**config.mk**
```make
export PLATFORM = sky130hd
export DESIGN_NAME = clkprog_serial
export DESIGN_NICKNAME = d
export VERILOG_FILES = /design/src/rtl/clkprog_pkg.sv /design/src/rtl/clkprog_timer.sv /design/src/rtl/clkprog_shifter.sv /design/src/rtl/clkprog_serial.sv
export SDC_FILE = /design/constraint.sdc
export NUM_CORES = 1
export LEC_CHECK = 0
export BUFFER_PORTS_ARGS = -buffer_cell sky130_fd_sc_hd__buf_4
export CAP_MARGIN = 20
export CORE_MARGIN = 4
export CORE_UTILIZATION = 35
export CTS_BUF_LIST = sky130_fd_sc_hd__clkbuf_8 sky130_fd_sc_hd__clkbuf_16
export CTS_CLUSTER_DIAMETER = 100
export CTS_CLUSTER_SIZE = 25
export DETAILED_ROUTE_END_ITERATION = 16
export HOLD_SLACK_MARGIN = 0.08
export MAX_ROUTING_LAYER = met4
export SETUP_SLACK_MARGIN = 0.02
export SLEW_MARGIN = 20
export SYNTH_ARGS = -nofsm -noshare
export SYNTH_HDL_FRONTEND = slang
export SYNTH_SLANG_ARGS = --single-unit
```
**constraint.sdc**
```tcl
create_clock -name clk -period 2.9 [get_ports clk]
set_input_delay 0.435 -clock clk [delete_from_list [all_inputs] [get_ports clk]]
set_output_delay 0.435 -clock clk [all_outputs]
set_load 0.02 [all_outputs]
```
**src/rtl/clkprog_pkg.sv**
```systemverilog
package clkprog_pkg;
  localparam int CTL_W   = 8;
  localparam int ANC_POS = 0;  // held high after the preamble
  localparam int DAT_POS = 2;  // serial data line
  localparam int CLK_POS = 3;  // serial clock line

  typedef enum logic [3:0] {
    S_IDLE, S_CLR, S_GRD1, S_PRE0, S_PRE1,
    S_BLO, S_BHI, S_TAIL, S_RST, S_GRD2, S_FIN
  } state_e;

  function automatic logic [CTL_W-1:0] bit_word(input logic d, input logic c);
    logic [CTL_W-1:0] w;
    w = '0;
    w[ANC_POS] = 1'b1;
    w[DAT_POS] = d;
    w[CLK_POS] = c;
    return w;
  endfunction
endpackage

```
**src/rtl/clkprog_timer.sv**
```systemverilog
module clkprog_timer #(
  parameter int W = 8
) (
  input  logic         clk,
  input  logic         rst,
  input  logic         load,
  input  logic [W-1:0] val,
  output logic         zero
);
  logic [W-1:0] cnt;

  always_ff @(posedge clk) begin
    if (rst)             cnt <= '0;
    else if (load)       cnt <= val;
    else if (cnt != '0)  cnt <= cnt - 1'b1;
  end

  assign zero = (cnt == '0);

  // guard waits count down one per cycle
  a_r4_countdown: assert property (@(posedge clk) disable iff (rst)
    (!load && cnt != '0) |=> (cnt == $past(cnt) - 1'b1));
endmodule

```
**src/rtl/clkprog_shifter.sv**
```systemverilog
module clkprog_shifter #(
  parameter int N = 21
) (
  input  logic         clk,
  input  logic         rst,
  input  logic         load,
  input  logic [N-1:0] din,
  input  logic         adv,
  output logic         cur_bit,
  output logic         nxt_bit,
  output logic         last
);
  localparam int IW = $clog2(N);
  logic [N-1:0]  sr;
  logic [IW-1:0] idx;

  always_ff @(posedge clk) begin
    if (rst) begin
      sr  <= '0;
      idx <= '0;
    end else if (load) begin
      sr  <= din;
      idx <= '0;
    end else if (adv) begin
      sr  <= {1'b0, sr[N-1:1]};
      idx <= idx + 1'b1;
    end
  end

  assign cur_bit = sr[0];
  assign nxt_bit = sr[1];
  assign last    = (idx == IW'(N-1));

  // never shift beyond the final stream bit
  a_r6_no_overshift: assert property (@(posedge clk) disable iff (rst)
    adv |-> !last);
  a_r6_load_adv_excl: assert property (@(posedge clk) disable iff (rst)
    !(load && adv));
endmodule

```
**src/rtl/clkprog_serial.sv**
```systemverilog
module clkprog_serial
  import clkprog_pkg::*;
#(
  parameter int ADDR_W     = 5,
  parameter int WORD_W     = 13,
  parameter int STB_POS    = 6,
  parameter int PHASE_CYC  = 4,        // must be 3 or more
  parameter int BLANK_CYC  = 1500000,
  parameter int POST_CYC   = 100000,
  parameter int SETTLE_CYC = 5000000
) (
  input  logic              clk,
  input  logic              rst,
  input  logic              start,
  input  logic [ADDR_W-1:0] loc_addr,
  input  logic [WORD_W-1:0] prog_word,
  input  logic [CTL_W-1:0]  ctl_in,
  output logic [CTL_W-1:0]  ctl_o,
  output logic              strobe_o,
  output logic              sdat_o,
  output logic              sclk_o,
  output logic              blank_o,
  output logic              done_o
);
  localparam int NBITS = 3 + ADDR_W + WORD_W;
  localparam int MAXD  = (BLANK_CYC > SETTLE_CYC)
                         ? ((BLANK_CYC > POST_CYC) ? BLANK_CYC : POST_CYC)
                         : ((SETTLE_CYC > POST_CYC) ? SETTLE_CYC : POST_CYC);
  localparam int TW    = $clog2(MAXD + PHASE_CYC + 1);
  localparam int SEL_W = (ADDR_W < 4) ? ADDR_W : 4;
  localparam logic [CTL_W-1:0] STB_MASK = CTL_W'(1) << STB_POS;

  state_e             st;
  logic [CTL_W-1:0]   ctl_q, saved_q;
  logic [ADDR_W-1:0]  loc_q;
  logic               pend, strobe_q, blank_q, done_q;
  logic               tz, tmr_load;
  logic [TW-1:0]      tmr_val;
  logic               cur_bit, nxt_bit, last_bit, sh_load, sh_adv;

  assign sh_load = (st == S_IDLE) && start;
  assign sh_adv  = (st == S_BHI) && tz && !last_bit;

  clkprog_shifter #(.N(NBITS)) u_shift (
    .clk(clk), .rst(rst), .load(sh_load),
    .din({prog_word, loc_addr, 3'b001}),
    .adv(sh_adv), .cur_bit(cur_bit), .nxt_bit(nxt_bit), .last(last_bit)
  );

  always_comb begin
    tmr_load = 1'b0;
    tmr_val  = TW'(PHASE_CYC - 1);
    unique case (st)
      S_IDLE: tmr_load = start;
      S_CLR: begin tmr_load = tz; tmr_val = TW'(BLANK_CYC - 1); end
      S_RST: begin tmr_load = tz; tmr_val = TW'(SETTLE_CYC - 1); end
      S_BHI: begin
        tmr_load = tz;
        if (last_bit) tmr_val = TW'(POST_CYC - 1);
      end
      default: tmr_load = tz;
    endcase
  end

  clkprog_timer #(.W(TW)) u_tmr (
    .clk(clk), .rst(rst), .load(tmr_load), .val(tmr_val), .zero(tz)
  );

  always_ff @(posedge clk) begin
    if (rst) begin
      st <= S_IDLE;  ctl_q <= '0;  saved_q <= '0;  loc_q <= '0;
      pend <= 1'b0;  strobe_q <= 1'b0;  blank_q <= 1'b0;  done_q <= 1'b0;
    end else begin
      strobe_q <= pend;
      pend     <= 1'b0;
      done_q   <= 1'b0;
      unique case (st)
        S_IDLE: if (start) begin
          saved_q <= ctl_in;  loc_q <= loc_addr;
          ctl_q <= '0;  blank_q <= 1'b1;  pend <= 1'b1;  st <= S_CLR;
        end
        S_CLR:  if (tz) st <= S_GRD1;
        S_GRD1: if (tz) begin ctl_q <= '0; pend <= 1'b1; st <= S_PRE0; end
        S_PRE0: if (tz) begin
          ctl_q <= CTL_W'(1) << ANC_POS;  pend <= 1'b1;  st <= S_PRE1;
        end
        S_PRE1: if (tz) begin
          ctl_q <= bit_word(cur_bit, 1'b0);  pend <= 1'b1;  st <= S_BLO;
        end
        S_BLO:  if (tz) begin
          ctl_q <= bit_word(cur_bit, 1'b1);  pend <= 1'b1;  st <= S_BHI;
        end
        S_BHI:  if (tz) begin
          if (last_bit) st <= S_TAIL;
          else begin
            ctl_q <= bit_word(nxt_bit, 1'b0);  pend <= 1'b1;  st <= S_BLO;
          end
        end
        S_TAIL: if (tz) begin
          ctl_q <= saved_q | STB_MASK;  blank_q <= 1'b0;  pend <= 1'b1;  st <= S_RST;
        end
        S_RST:  if (tz) st <= S_GRD2;
        S_GRD2: if (tz) begin
          ctl_q <= CTL_W'(loc_q[SEL_W-1:0]) | STB_MASK;  pend <= 1'b1;  st <= S_FIN;
        end
        S_FIN:  if (tz) begin done_q <= 1'b1; st <= S_IDLE; end
        default: st <= S_IDLE;
      endcase
    end
  end

  assign ctl_o    = ctl_q;
  assign strobe_o = strobe_q;
  assign sdat_o   = ctl_q[DAT_POS];
  assign sclk_o   = ctl_q[CLK_POS];
  assign blank_o  = blank_q;
  assign done_o   = done_q;

  a_r3_strobe_single: assert property (@(posedge clk) disable iff (rst)
    strobe_q |=> !strobe_q);
  a_r3_ctl_held: assert property (@(posedge clk) disable iff (rst)
    strobe_q |-> $stable(ctl_q));
  a_r6_blank_in_stream: assert property (@(posedge clk) disable iff (rst)
    (st == S_BLO || st == S_BHI) |-> blank_q);
  a_r9_done_single: assert property (@(posedge clk) disable iff (rst)
    done_q |=> !done_q);
  a_r10_busy_start: assert property (@(posedge clk) disable iff (rst)
    (st != S_IDLE && start) |=> ($stable(saved_q) && $stable(loc_q)));
endmodule

```
# ---- Yosys cells after proc, flatten, opt, wreduce, memory -nomap -nowiden
# Index checks and enable logic that the tools add are counted.
dict set report word_totals {
  reg_bits 77
  input_bits 29
  out_inout_bits 13
}
dict set report classes {
  n_addsub 2
  n_eq_ne 23
  mux 38
  bitwise_logic 1
  n_reduce_logical 18
}
# operator n
set ops {}
lappend ops {{two-way mux 8 bit} 9}
lappend ops {{case mux 23 bit (3 select lines)} 1}
lappend ops {{case mux 8 bit (8 select lines)} 1}
lappend ops {{two-way mux 23 bit} 2}
lappend ops {{two-way mux 4 bit} 11}
lappend ops {{case mux 4 bit (11 select lines)} 1}
lappend ops {{two-way mux 21 bit} 2}
lappend ops {{inequality test 2 bit (second input constant)} 12}
lappend ops {{logical NOT 23 bit} 1}
lappend ops {{nonzero test 23 bit} 1}
lappend ops {{subtractor 23 x 1 -> 23 bit (second input constant)} 1}
lappend ops {{two-way mux 17 bit} 1}
lappend ops {{equality test 4 x 3 -> 1 bit (second input constant)} 4}
lappend ops {{equality test 4 bit (second input constant)} 3}
lappend ops {{AND reduction 11 bit} 1}
lappend ops {{AND reduction 10 bit} 1}
lappend ops {{equality test 4 x 2 -> 1 bit (second input constant)} 2}
lappend ops {{nonzero test 8 bit} 1}
lappend ops {{two-way mux 1 bit} 7}
lappend ops {{nonzero test 2 bit} 3}
lappend ops {{OR reduction 6 bit} 1}
lappend ops {{adder 5 x 1 -> 5 bit (second input constant)} 1}
lappend ops {{equality test 5 bit (second input constant)} 1}
lappend ops {{equality test 4 x 1 -> 1 bit (second input constant)} 1}
lappend ops {{other kinds (10)} 13}

# ---- Depth between registers and ports, before layout
# Gate-level depths: netlist (run 1).
dict set report logic_depth {
  depth_word 5
  depth_mapped 9
  ltp_nobuf 7
}

# ---- By module
# From an unflattened synthesis (run 1), not the netlist that was laid out.
dict set report unflattened {
  hier_cells 448
  area_unflattened_um2 3912.5
}
# mod n_inst cells_per_inst area_each_um2
set by_module_without_submodules {}
lappend by_module_without_submodules {clkprog_serial 1 170 1346.3}
lappend by_module_without_submodules {clkprog_timer 1 156 1291.2}
lappend by_module_without_submodules {clkprog_shifter 1 122 1275.0}

# ---- Worst setup path after synthesis (run 1)
# Ideal clock, no wire load.
dict set report synth_timing {
  path_kind {register to register}
  start {register u_tmr.cnt[12]}
  end {register u_tmr.cnt[12]}
  setup_ps 86
  arrival_time_ps 2265
  setup_slack_ps 549
  stages_incl_launch_ff 7
  path_buffers 1
  period_less_slack_ps 2351
  cell_sequence {dfxtp_1 or4_4 or3_1 buf_6 nor3_1 mux2_2 a211oi_1}
}
dict set report synth_between {
  elab_chain_len 3
  elab_cells_between_ends 7
  cone_classes {1 x add/sub; 3 x mux; 3 x reduce/logical}
}
# element line
set synth_rtl {}
lappend synth_rtl {{start: declaration} clkprog_timer.sv:10} ;# logic [W-1:0] cnt;
lappend synth_rtl {{start signal: assignment} clkprog_timer.sv:14} ;# else if (load) cnt <= val;
lappend synth_rtl {{start signal: assignment} clkprog_timer.sv:15} ;# else if (cnt != '0) cnt <= cnt - 1'b1;
lappend synth_rtl {{subtractor 23 x 1 -> 23 bit or logical NOT 23 bit (tied branches)} {clkprog_timer.sv:15, clkprog_timer.sv:18}}
lappend synth_rtl {{two-way mux 23 bit or two-way mux 1 bit (tied branches)} {clkprog_timer.sv:15, clkprog_serial.sv:53}}
lappend synth_rtl {{two-way mux 23 bit or nonzero test 2 bit (tied branches)} --}
# Parallel ways exist; a longest one is shown, timed or not. The select of a mux whose other input is x is not followed.
# A chain may end at the register's enable or synchronous reset.

# ---- Final worst setup path (run 1)
dict set report layout_timing {
  start {register u_tmr.cnt[12]}
  end {register st[0]}
}
dict set report layout_between {
  elab_chain_len 3
  elab_cells_between_ends 12
  cone_classes {10 x eq/ne; 2 x reduce/logical}
}
# element line
set layout_rtl {}
lappend layout_rtl {{logical NOT 23 bit (*)} clkprog_timer.sv:18} ;# assign zero = (cnt == '0);
lappend layout_rtl {{inequality test 2 bit (no source line)} --}
lappend layout_rtl {{AND reduction 11 bit (no source line) (*)} --}
lappend layout_rtl {{end signal: assignment} clkprog_serial.sv:71} ;# st <= S_IDLE; ctl_q <= '0; saved_q <= '0; loc_q <= '0;
lappend layout_rtl {{end signal: assignment} clkprog_serial.sv:80} ;# ctl_q <= '0; blank_q <= 1'b1; pend <= 1'b1; st <= S_CLR;
lappend layout_rtl {{end signal: assignment} clkprog_serial.sv:82} ;# S_CLR: if (tz) st <= S_GRD1;
lappend layout_rtl {{end: declaration} clkprog_serial.sv:33} ;# state_e st;
# Mark *: on every way between the ends. The rest lies on a longest branch, timed or not.

==> results of run 1 <==
-- registers in the layout, indices dropped and copies added, names as in the netlist --
| name | count |
|---|---|
| loc_q | 4 |
| pend | 1 |
| u_shift.sr | 21 |
| blank_o | 1 |
| ctl_o | 8 |
| saved_q | 7 |
| u_shift.idx | 5 |
| strobe_o | 1 |
| st | 4 |
| done_o | 1 |
| u_tmr.cnt | 23 |
-- cells by family (layout without fill, tap and decap cells) --
group | after synthesis | count (layout) | share of synthesized area
xor+xnor | 16 | 16 | 0.0372
flops | 76 | 76 | 0.404
fa+ha+maj | 4 | 4 | 0.0133
buf+inv | 40 | 81 | 0.0515
compound gates | 108 | 108 | 0.179
mux | 26 | 26 | 0.0695
simple gates | 177 | 177 | 0.245
-- power by group --
part | internal [mW] | switching (mW)
clock | 0.427 | 0.419
sequential | 1.29 | 0.203
combinational | 0.790 | 1.21
total | 2.51 | 1.83
-- critical path, delay by kind of cell (launching register included) --
family / cells / cell delay, ns
simple gates: 3 / 1.51
flops: 1 / 0.38
buf+inv: 1 / 0.19
compound gates: 2 / 0.37
-- area by class of cell --
class / instances / area [um^2] / share of cell area
tap: 136 / 170 / 0.0385
inverter: 8 / 30.0 / 0.00680
clock inverter: 6 / 71.3 / 0.0161
clock buffer: 10 / 138 / 0.0312
timing repair buffer: 57 / 440 / 0.0997
multi-input combinational: 331 / 2050 / 0.463
sequential: 76 / 1520 / 0.344
-- metal layers --
layer  vias up  GRT usage
met3         8     0.0310
li1       1690          -
met2        76      0.225
met5         -          -
met4         0     0.0454
met1      1560      0.192
-- path summary, 6_finish.rpt --
check | startpoint | cells after the start | to
setup / recovery | u_tmr.cnt[12] | 6 | st[0]
hold reg to reg | pend | 1 | strobe_o
hold / removal | ctl_in[4] | 3 | saved_q[4]
setup reg to reg | u_tmr.cnt[12] | 6 | st[0]
-- placed cells by master (no fill, tap or decap), types with 5 or more instances in the layout --
master,n
buf_4,56
nand4_1,6
a211oi_1,19
a21oi_1,42
nor2b_1,5
nand2b_1,13
dfxtp_1,76
o31a_1,5
nor4_1,13
mux2i_1,25
nor3_1,16
nand2_1,44
inv_1,8
xnor2_1,12
o21ai_0,20
nand3_1,6
nand3b_1,5
nor2_1,43
or4_1,5
clkbuf_8,10
==> flow_summary.toml, run 1 <==
[sta]
drv_slew = 0
max-slew-margin-rel = 0.520
fin_setup_tns_ns = 0
rsz0062_at_grt = "no"
finClkSkew_ns = 0.00843
worst_pin_slew_ns = 0.719
fmax_mhz = 393
period_needed_ns = 2.55
timing.final.crit_share = 0.878
final-setup-viol-count = 0
setup_ws_ns = 0.354
hold_ws_ns = 0.328
hold_viol = 0

[critical_path]
critPathMaxStageDelay_ns = 0.56
slowest_stage = "or4_4"
critPathRequiredTime_ns = 3.15
ff2ff_setup_slack_ns = 0.35
crit_path_end_kind = "flop"
setup.worst_path.start_class = "flop"
arrival_ns = 2.80
criticalPathCategory = "reg -> reg"
crit_chain = "or4_4 -> or3_1 -> nor2_1 -> buf_4 -> o21ai_0 -> a221oi_1"
critPathMaxFanout = 9

[final_layout]
drive_gt1_frac = 0.172
finalInstanceArea_um2 = 4420
final_cells = 624
fillers = 1081
fin_nets = 516
area_delta_synth_final_pct = 17.4
final_util = 0.424
antenna_cells = 0

[die]
dieHeight_um = 112
fp.dieArea_um2 = 12500
fp-row-count = 37
fp.dieW_um = 112
io-pin-count = 42
core_um2 = 10400
start_util = 0.361

[yosys]
synth_seq_area_share = 0.404
yosys-top-cells-count = "dfxtp_1 (76), nand2_1 (44), nor2_1 (43)"
syn-num-nets = 480
avgSynthCellArea_um2 = 8.42
synth_flop_cell = "dfxtp_1"
synthTopCellsByArea = "dfxtp_1 (40%), mux2i_1 (6.7%), a21oi_1 (5.6%)"
synth-edff-count = 0
yosysUniqueCellTypes = 53
synthCells = 447
synthesis.area_um2 = 3760
synth_area_leader_cell = "dfxtp_1"
yosysMostFrequentCell = "dfxtp_1"
yosys_register_bits = 76
yosysWarnings = 0
synth_top_area_share = 0.404
async_flop_share = 0

[cts]
cts_hold_buf = 0
numCtsBuffers = 9
cts_tree = "built"
clock_path_buffers = 2
cts.sinks = 76
cts_root_buf = "clkbuf_8"
h-tree-depth = 3
post_cts_resized = 0
clk_latency_ns = 0.35
post_cts_buffers = 0
clk_pin_slew_worst_paths_ns = 0.09

[routing]
antenna_left = 0
wire_per_inst_um = 14.0
wl_um = 8750
drcViolationCount = 0
vias_per_cell = 5.34
first_pass_iters = 4
routed.top_layer = "met4"
wl_met1_um = 4200
vias = 3334
route.met2.wl_um = 4030
wl_met3_um = 426
drt_iter0_drc = 163

[power_and_ir_drop]
powerDensity_nw_per_um2 = 982
ir_drop_mv = 0.566
p_total_mw = 4.34
p_leak_nw = 1.59

[placement]
io_buffer_count = 40
dp_cells = 608
dp_hpwl_um = 6050
dpl_cell_area_um2 = 4210
gp_congestion = 0.840
post-place-ws_ns = 0.363

[run_status]
status = "finished, final reports clean"

[grt]
grt_overflow = 0
grt_max_degree = 55
antenna_found_initial = 0
grt_pass1_vias = 3143
grt_use_total = 0.146
grt_pass1_wl_um = 14800

[hold_path]
hp-class = "in -> reg"

[job]
max_cap_viol_count = 0
(Power assumes the default switching activity.)
==> run 2, diff against run 1 <==
- CORE_UTILIZATION: 35 -> 60
- HOLD_SLACK_MARGIN: 0.08 -> 0.06
- PLACE_DENSITY: default -> 0.81
- clock period: 2.9 -> 2.94 ns (I/O delays scaled with it)
==> run 2 against run 1 <==
Effect of this change: non-clock buffer count down 3; sequential power about the same; critical path depth down 1; total power decreased by 0.33%.
==> flow_summary.toml, run 2 (synthesized netlist as in run 1, its figures left out) <==
[run_status]
status = "finished, final reports clean"

[sta]
worst_pin_slew_ns = 0.652
max-slew-margin-rel = 0.554
fmax_mhz = 382
drv_slew = 0
rsz0062_at_grt = "no"
hold_viol = 0
finClkSkew_ns = 0.0107
timing.final.crit_share = 0.891
fin_setup_tns_ns = 0
final-setup-viol-count = 0
period_needed_ns = 2.62

[die]
core_um2 = 5990
fp.dieW_um = 87.2
start_util = 0.628
fp-row-count = 28
fp.dieArea_um2 = 7600
io-pin-count = 42
dieHeight_um = 87.2

[final_layout]
drive_gt1_frac = 0.167
final_cells = 560
regMostFlops = "u_tmr.cnt"
antenna_cells = 0
final_common_cell = "dfxtp_1"
final_cell_mix = "dfxtp_1 (76), buf_4 (53), nand2_1 (44)"
fillers = 479
fin_nets = 513
area_delta_synth_final_pct = 15.4
largest_register_ffs = 23
finalInstanceArea_um2 = 4340

[routing]
antenna_left = 0
wl_um = 8490
first_pass_iters = 6
vias = 3407
vias_per_cell = 6.08
drt_iter0_drc = 240
wire_per_inst_um = 15.2
drcViolationCount = 0

[power_and_ir_drop]
cell_internal_pwr_mw = 2.53
powerDensity_nw_per_um2 = 996
ir_drop_mv = 0.744
p_leak_nw = 1.59
p_sw_frac = 0.414
seq_power_share = 0.343
power_switching_mw = 1.79
p_clk_frac = 0.212
comb_power_share = 0.446

[cts]
h-tree-depth = 3
clk_latency_ns = 0.35
post_cts_buffers = 0
cts.sinks = 76
post_cts_resized = 0
clk_pin_slew_worst_paths_ns = 0.09
cts_tree = "built"
cts_root_buf = "clkbuf_8"
numCtsBuffers = 9
cts_hold_buf = 0
clock_path_buffers = 2

[critical_path]
slowest_stage = "nor4b_2"
critPathMaxStageDelay_ns = 0.65
critPathRequiredTime_ns = 3.22
path_delay_family = "simple AND/OR/NAND/NOR gates"
critPathMaxFanout = 9
criticalPathCategory = "reg -> reg"
arrival_ns = 2.90
crit_chain = "or4_4 -> or3_1 -> nor4b_2 -> o21ai_0 -> a21oi_1"
crit_path_end_kind = "flop"
setup.worst_path.start_class = "flop"
timing.critical_path.buf_inv = 0

[placement]
io_buffer_count = 40
dpl_cell_area_um2 = 4110
dp_hpwl_um = 5780
gp_congestion = 0.917
dp_cells = 544

[grt]
grt_overflow = 0
grt_pass1_vias = 3072
antenna_found_initial = 0
grt_max_degree = 55
grt_use_total = 0.243
grt_pass1_wl_um = 14300

[job]
max_cap_viol_count = 0

[hold_path]
hp-class = "in -> reg"
==> run 2: changes by cell type in the layout (fill, tap and decap cells not counted), sizes merged <==
cell and delta:
inv +1, clkinvlp -2, buf -3, bufinv +1
==> run 2: metal layers <==
layer,GRT usage,up-vias,wire length (um)
li1,-,1675,-
met5,-,-,0
met1,0.318,1602,3890
met4,0.117,0,227
met3,0.0435,19,464
met2,0.362,111,3910
==> run 2: per-stage QoR <==
step | hold slack (ns) | util | worst slack [ns] | power (mW)
floorplan | 0.414 | - | 0.589 | 2.92
global placement | 0.423 | 0.686 | 0.399 | 3.32
detailed placement | 0.439 | 0.686 | 0.392 | 3.38
CTS | 0.311 | 0.725 | 0.363 | 4.31
global route | 0.300 | 0.725 | 0.153 | 4.60
finish | 0.323 | 0.725 | 0.320 | 4.32
==> run 2: final cells by class <==
type	count	area [um^2]	share of cell area
Tap cell	75	93.8	0.0216
Clock inverter	6	95.1	0.0219
Inverter	8	30.0	0.00691
Timing Repair Buffer	54	418	0.0962
Multi-Input combinational cell	331	2050	0.471
Clock buffer	10	138	0.0317
Sequential cell	76	1520	0.350
==> run 2: final timing paths <==
| check | slack, ns | depth (start not counted) | endpoint | start |
|---|---|---|---|---|
| hold / removal | 0.32 | 3 | saved_q[3] | ctl_in[3] |
| setup / recovery | 0.32 | 5 | u_tmr.cnt[22] | u_tmr.cnt[12] |
| hold reg to reg | 0.45 | 1 | strobe_o | pend |
| setup reg to reg | 0.32 | 5 | u_tmr.cnt[22] | u_tmr.cnt[12] |
==> run 2: worst register-to-register path: cells and delay by family, from the launching register on <==
family | cells | cell delay [ns]
flip-flops | 1 | 0.37
AO/OA/AOI/OAI | 2 | 0.42
AND/OR/NAND/NOR | 3 | 1.76
==> run 2: power groups by stage <==
stage	sequential [mW]	clock [mW]	combinational, mW
2_1_floorplan	1.46	0	1.46
3_3_place_gp	1.49	0	1.83
3_5_place_dp	1.50	0	1.88
4_1_cts	1.48	0.933	1.90
5_1_grt	1.52	0.977	2.11
6_report	1.48	0.915	1.93
